### src/rtl/modstop_pkg.sv
// Package: shared constants and types for the module stop controller.
// Assumes 32 modules per control/status word.
package modstop_pkg;
    localparam int WORD_W = 32;

    typedef enum logic [1:0] {
        ACC_NONE = 2'd0,
        ACC_CTRL = 2'd1,
        ACC_STAT = 2'd2
    } acc_kind_e;
endpackage

### src/rtl/modstop_decode.sv
// Address decoder: classifies a byte address as a control word, a status
// word or unmapped, and returns the bank number.
// Assumes the two ranges do not overlap and that only word-aligned
// addresses can hit.
module modstop_decode
    import modstop_pkg::*;
#(
    parameter int          ADDR_W    = 12,
    parameter int          NUM_BANKS = 12,
    parameter int unsigned CTRL_BASE = 'h130,
    parameter int unsigned STAT_BASE = 'h030,
    parameter int          BANK_W    = 4
) (
    input  logic [ADDR_W-1:0] addr,
    output acc_kind_e         kind,
    output logic [BANK_W-1:0] bank
);
    // Compare the address with every word address of both ranges.
    always_comb begin
        kind = ACC_NONE;
        bank = '0;
        for (int b = 0; b < NUM_BANKS; b++) begin
            if (addr == ADDR_W'(CTRL_BASE + 4 * b)) begin
                kind = ACC_CTRL;
                bank = BANK_W'(b);
            end
            if (addr == ADDR_W'(STAT_BASE + 4 * b)) begin
                kind = ACC_STAT;
                bank = BANK_W'(b);
            end
        end
    end
endmodule

### src/rtl/modstop_ctrl_word.sv
// One control word: holds the stop request bits of up to 32 modules.
// Assumes that a write replaces the whole word (software does the
// read-modify-write). Resets to all ones, so every module starts stopped.
module modstop_ctrl_word #(
    parameter int W = 32
) (
    input  logic         clk,
    input  logic         rst_n,
    input  logic         wr_en,
    input  logic [W-1:0] wr_data,
    output logic [W-1:0] word_q
);
    // Hold the stop requests and load new ones on a write.
    always_ff @(posedge clk) begin
        if (!rst_n)
            word_q <= '1;
        else if (wr_en)
            word_q <= wr_data;
    end
endmodule

### src/rtl/modstop_status_sync.sv
// Stop-acknowledge synchronizer: a chain of STAGES flops per bit that sets
// the delay from an acknowledge change to its appearance in status.
// Assumes STAGES >= 1. Resets to all ones (every module reads stopped).
module modstop_status_sync #(
    parameter int W      = 32,
    parameter int STAGES = 2
) (
    input  logic         clk,
    input  logic         rst_n,
    input  logic [W-1:0] ack_in,
    output logic [W-1:0] status_q
);
    logic [W-1:0] stg [STAGES];

    // Shift the acknowledges along the chain once per clock.
    always_ff @(posedge clk) begin
        if (!rst_n) begin
            for (int s = 0; s < STAGES; s++)
                stg[s] <= '1;
        end else begin
            stg[0] <= ack_in;
            for (int s = 1; s < STAGES; s++)
                stg[s] <= stg[s-1];
        end
    end

    assign status_q = stg[STAGES-1];
endmodule

### src/rtl/modstop_ctrl.sv
// Module stop controller, top level. Holds NUM_BANKS control words that
// request modules to stop, drives the per-module clock enables from them,
// and shows the synchronized stop acknowledges in read-only status words.
// Assumes a single clock and a register port with a one-cycle write strobe.
// Reads are combinational.
module modstop_ctrl
    import modstop_pkg::*;
#(
    parameter int          NUM_BANKS   = 12,
    parameter int          ADDR_W      = 12,
    parameter int unsigned CTRL_BASE   = 'h130,
    parameter int unsigned STAT_BASE   = 'h030,
    parameter int          SYNC_STAGES = 2
) (
    input  logic                          clk,
    input  logic                          rst_n,
    input  logic                          reg_we,
    input  logic [ADDR_W-1:0]             reg_addr,
    input  logic [WORD_W-1:0]             reg_wdata,
    output logic [WORD_W-1:0]             reg_rdata,
    output logic [NUM_BANKS*WORD_W-1:0]   mod_clk_en,
    input  logic [NUM_BANKS*WORD_W-1:0]   mod_stop_ack
);
    localparam int NUM_MODS = NUM_BANKS * WORD_W;
    localparam int BANK_W   = (NUM_BANKS > 1) ? $clog2(NUM_BANKS) : 1;

    acc_kind_e          acc_kind;
    logic [BANK_W-1:0]  acc_bank;
    logic [WORD_W-1:0]  ctrl_q [NUM_BANKS];
    logic [WORD_W-1:0]  stat_w [NUM_BANKS];
    logic [NUM_MODS-1:0] stat_flat;
    logic [NUM_BANKS-1:0] wr_hit;

    modstop_decode #(
        .ADDR_W    (ADDR_W),
        .NUM_BANKS (NUM_BANKS),
        .CTRL_BASE (CTRL_BASE),
        .STAT_BASE (STAT_BASE),
        .BANK_W    (BANK_W)
    ) u_decode (
        .addr (reg_addr),
        .kind (acc_kind),
        .bank (acc_bank)
    );

    modstop_status_sync #(
        .W      (NUM_MODS),
        .STAGES (SYNC_STAGES)
    ) u_sync (
        .clk      (clk),
        .rst_n    (rst_n),
        .ack_in   (mod_stop_ack),
        .status_q (stat_flat)
    );

    for (genvar b = 0; b < NUM_BANKS; b++) begin : g_bank
        assign wr_hit[b] = reg_we && (acc_kind == ACC_CTRL) && (acc_bank == BANK_W'(b));

        modstop_ctrl_word #(
            .W (WORD_W)
        ) u_word (
            .clk     (clk),
            .rst_n   (rst_n),
            .wr_en   (wr_hit[b]),
            .wr_data (reg_wdata),
            .word_q  (ctrl_q[b])
        );

        assign mod_clk_en[b*WORD_W +: WORD_W] = ~ctrl_q[b];
        assign stat_w[b] = stat_flat[b*WORD_W +: WORD_W];
    end

    // Select the read data from the addressed control or status word.
    always_comb begin
        case (acc_kind)
            ACC_CTRL: reg_rdata = ctrl_q[acc_bank];
            ACC_STAT: reg_rdata = stat_w[acc_bank];
            default:  reg_rdata = '0;
        endcase
    end
endmodule

### config.mk
export PLATFORM = sky130hd
export DESIGN_NAME = modstop_ctrl
export DESIGN_NICKNAME = d
export VERILOG_FILES = /design/src/rtl/modstop_pkg.sv /design/src/rtl/modstop_decode.sv /design/src/rtl/modstop_ctrl_word.sv /design/src/rtl/modstop_status_sync.sv /design/src/rtl/modstop_ctrl.sv
export SDC_FILE = /design/constraint.sdc
export NUM_CORES = 2
export LEC_CHECK = 0
export ABC_CLOCK_PERIOD_IN_PS = 11150
export BUFFER_PORTS_ARGS = -buffer_cell sky130_fd_sc_hd__buf_2
export CORE_AREA = 2 2 333 335
export CTS_CLUSTER_SIZE = 40
export DETAILED_ROUTE_END_ITERATION = 10
export DIE_AREA = 0 0 335 337
export GPL_TIMING_DRIVEN = 1
export HOLD_SLACK_MARGIN = 0.06
export PLACE_DENSITY = 0.59
export SLEW_MARGIN = 20
export SYNTH_ARGS = -nofsm -noshare
export SYNTH_HDL_FRONTEND = slang
export SYNTH_SLANG_ARGS = --single-unit
export TNS_END_PERCENT = 20
### constraint.sdc
create_clock -name clk -period 11.15 [get_ports clk]
set_clock_uncertainty 0.1 [all_clocks]
set_input_delay 1.6725 -clock clk [delete_from_list [all_inputs] [get_ports clk]]
set_output_delay 1.6725 -clock clk [all_outputs]
set_load 0.01 [all_outputs]
==> impl_metrics.json <==
{
  "hold_viol_final": 0,
  "crit_required_ns": 9.38,
  "postCtsHoldBufs": 0,
  "grt_first_pass_wirelength_mm": 250,
  "min_path_type": "reg2reg",
  "dp_hpwl_mm": 139,
  "r2r-start": "g_bank[9].u_word.word_q[29]",
  "ys_seq_area_share_pct": 54.8,
  "multiInputGateArea_mm2": 0.0160,
  "syn_nets": 4763,
  "grt_pass1_vias": 32183,
  "cts_root_buf": "clkbuf_16",
  "r2r_slack_ns": 10.17,
  "crit_path_end": "reg_rdata[27]",
  "io_pins": 847,
  "grt_max_degree": 203,
  "ys_async_sr_fraction_pct": 0,
  "fin_crit_sh_pct": 70.1,
  "cts_inserted_buffers": 120,
  "cts_buffer_depth": 3,
  "slew_headroom_pct": 23.5,
  "setup_slack_ns": 3.33,
  "cts_resized": 0,
  "netlist-cell-type-count": 65,
  "synthFlopType": "dfxtp_1",
  "fp.dieW_um": 335,
  "startpoint": "reg_addr[0]",
  "r2r-end": "g_bank[9].u_word.word_q[29]",
  "rows": 122,
  "p_leak_uw": 0.0237,
  "maxCapViolCount": 0,
  "ant_nets": 0,
  "rsz0062_at_grt": "no",
  "regArea_mm2": 0.0231,
  "postCtsSetupBuffers": 0,
  "die_area_mm2": 0.113,
  "start_util_pct": 38.4,
  "status": "complete, no violations",
  "synth_edf_count": 0,
  "clk_latency_ns": 0.72,
  "setup-violations-final": 0,
  "r2r_cells": 2,
  "fin_crit_ns": 7.82,
  "clk_pin_slew_ns": 0.06,
  "gp_congestion": 0.978,
  "syn_avg_cell_area_um2": 9.72,
  "start_kind": "input pin",
  "vias": 33882,
  "synthToLayoutAreaGrowth_pct": 20.9,
  "final_layout_size_suffix_gt1_share_pct": 23.9,
  "antenna_found_initial": 21,
  "nets": 5403,
  "syn_inst": 4330,
  "core_region_area_mm2": 0.110,
  "synth_seq_cells": 1152,
  "utilization_pct": 46.4,
  "cts_tree": "built",
  "viasPerCell": 5.21,
  "fillCellCount": 10674,
  "drt-wirelength-per-cell_um": 28.3,
  "grt_overflow_total": 0,
  "fin_tns_setup_ns": 0,
  "finalMaxSlewViolations": 0,
  "first_pass_iters": 8,
  "post-route-drc-count": 0,
  "worst_pin_slew_ns": 1.15,
  "die_h_um": 337,
  "drt_wl_total_mm": 184,
  "numPortBuffers": 846,
  "end_kind": "output port",
  "htreeDepth": 3,
  "critical_path_class": "in2out",
  "pre_cts_ws_ns": 3.09,
  "cts_sinks": 1152,
  "dr.first_iter.drc_count": 3053,
  "critPathArrivalTime_ns": 6.05,
  "crit_fanout": 55,
  "grtUsageTotal_pct": 31.6,
  "fmax_mhz": 128,
  "synth.cell_area_mm2": 0.0421,
  "powerDensity_mw_per_mm2": 173,
  "ir_worst_vdd_mv": 0.129,
  "yosys_warnings": 0
}
## layer usage
metal	global-route usage (%)	routed length [µm]	part of all wire, %
met1	34.4	66300	36
met5	0	131	0.071
met4	17.0	10800	5.9
met3	8.20	15200	8.3
met2	56.0	91700	50
## state kept, by name (all words and copies together), names as in the netlist
signal,count
g_bank.u_word.word_q,384
u_sync.stg,768
## kinds of logic (layout without fill, tap and decap cells)
| group | Yosys count | after routing | synth area share [%] |
|---|---|---|---|
| flops | 1152 | 1152 | 54.8 |
| other cells | 0 | 8 | 0 |
| mux | 173 | 173 | 4.24 |
| compound gates | 899 | 899 | 16.0 |
| fa+ha+maj | 2 | 2 | 0.0595 |
| buf+inv | 753 | 1494 | 7.50 |
| simple gates | 1351 | 1351 | 17.4 |
## Yosys cell counts, drive strengths merged (50+ instances only)
cell / n / share of area, %
nand2: 451 / 4.0
o211ai: 385 / 7.6
a21oi: 70 / 0.83
mux2i: 131 / 3.1
nand2b: 774 / 12
clkbuf: 230 / 2.1
nor2: 50 / 0.67
inv: 387 / 3.5
dfxtp: 1152 / 55
a221oi: 76 / 1.6
buf: 136 / 2.0
o21ai: 172 / 2.0
## cells in the final DEF (no fill, tap or decap), types with 22 or more instances in the layout
cell type / n
a32oi_1: 31
nand3_1: 22
a221o_1: 32
a211oi_1: 42
o211ai_1: 328
dfxtp_1: 1152
clkbuf_8: 31
o21ai_0: 170
nor2_1: 37
inv_1: 387
clkbuf_1: 30
nand2b_1: 772
a21oi_1: 70
clkbuf_16: 121
a221oi_1: 74
buf_4: 36
mux2_2: 42
buf_2: 843
mux2i_1: 131
o211ai_2: 56
nand2_1: 449
## where the power goes
group,switching [µW],internal (µW),leakage [µW]
clock,1710,2370,0.00198
sequential,43.1,4250,0.00949
combinational,298,168,0.0122
total,2050,6780,0.0237
## worst min-delay path by stage
stage                            start                  to  slack (ns)  depth (start not counted)
global route        u_sync.stg[0][353]  u_sync.stg[0][737]        0.30                          1
floorplan             u_sync.stg[0][0]  u_sync.stg[0][384]        0.29                          1
finish              u_sync.stg[0][353]  u_sync.stg[0][737]        0.27                          1
global placement    u_sync.stg[0][363]  u_sync.stg[0][747]        0.29                          1
CTS                 u_sync.stg[0][264]  u_sync.stg[0][648]        0.29                          1
detailed placement  u_sync.stg[0][147]  u_sync.stg[0][531]        0.29                          1
## metrics by stage
stage                     instances  hold WS, ns  area [µm²]  power, µW
after floorplan                4330        0.286       42100       4600
after global placement         6274        0.289       46800       4850
after detailed placement       6274        0.291       46800       4850
after CTS                      6497        0.285       50900       8890
after global routing           6501        0.299       50900       9090
final                          6505        0.274       50900       8830
## cell type report
cell class,instances,share of cell area [%]
diodes,8,0.0393
clock buffers,182,7.01
clock inverters,41,0.910
inverters,387,2.85
multi-input cells,2425,31.4
flip-flops and latches,1152,45.3
well taps,1426,3.51
repair buffers,884,9.00
## critical path, stage by stage
cell and delay (ns):
buf_2 0.11, or4_1 0.89, a211o_1 0.37, buf_4 0.24
nor2_4 0.65, buf_4 0.76, a211o_1 0.24, nand4_1 0.41
o31ai_1 0.35, buf_2 0.24
Note: power is estimated with default switching activity, not from simulation.
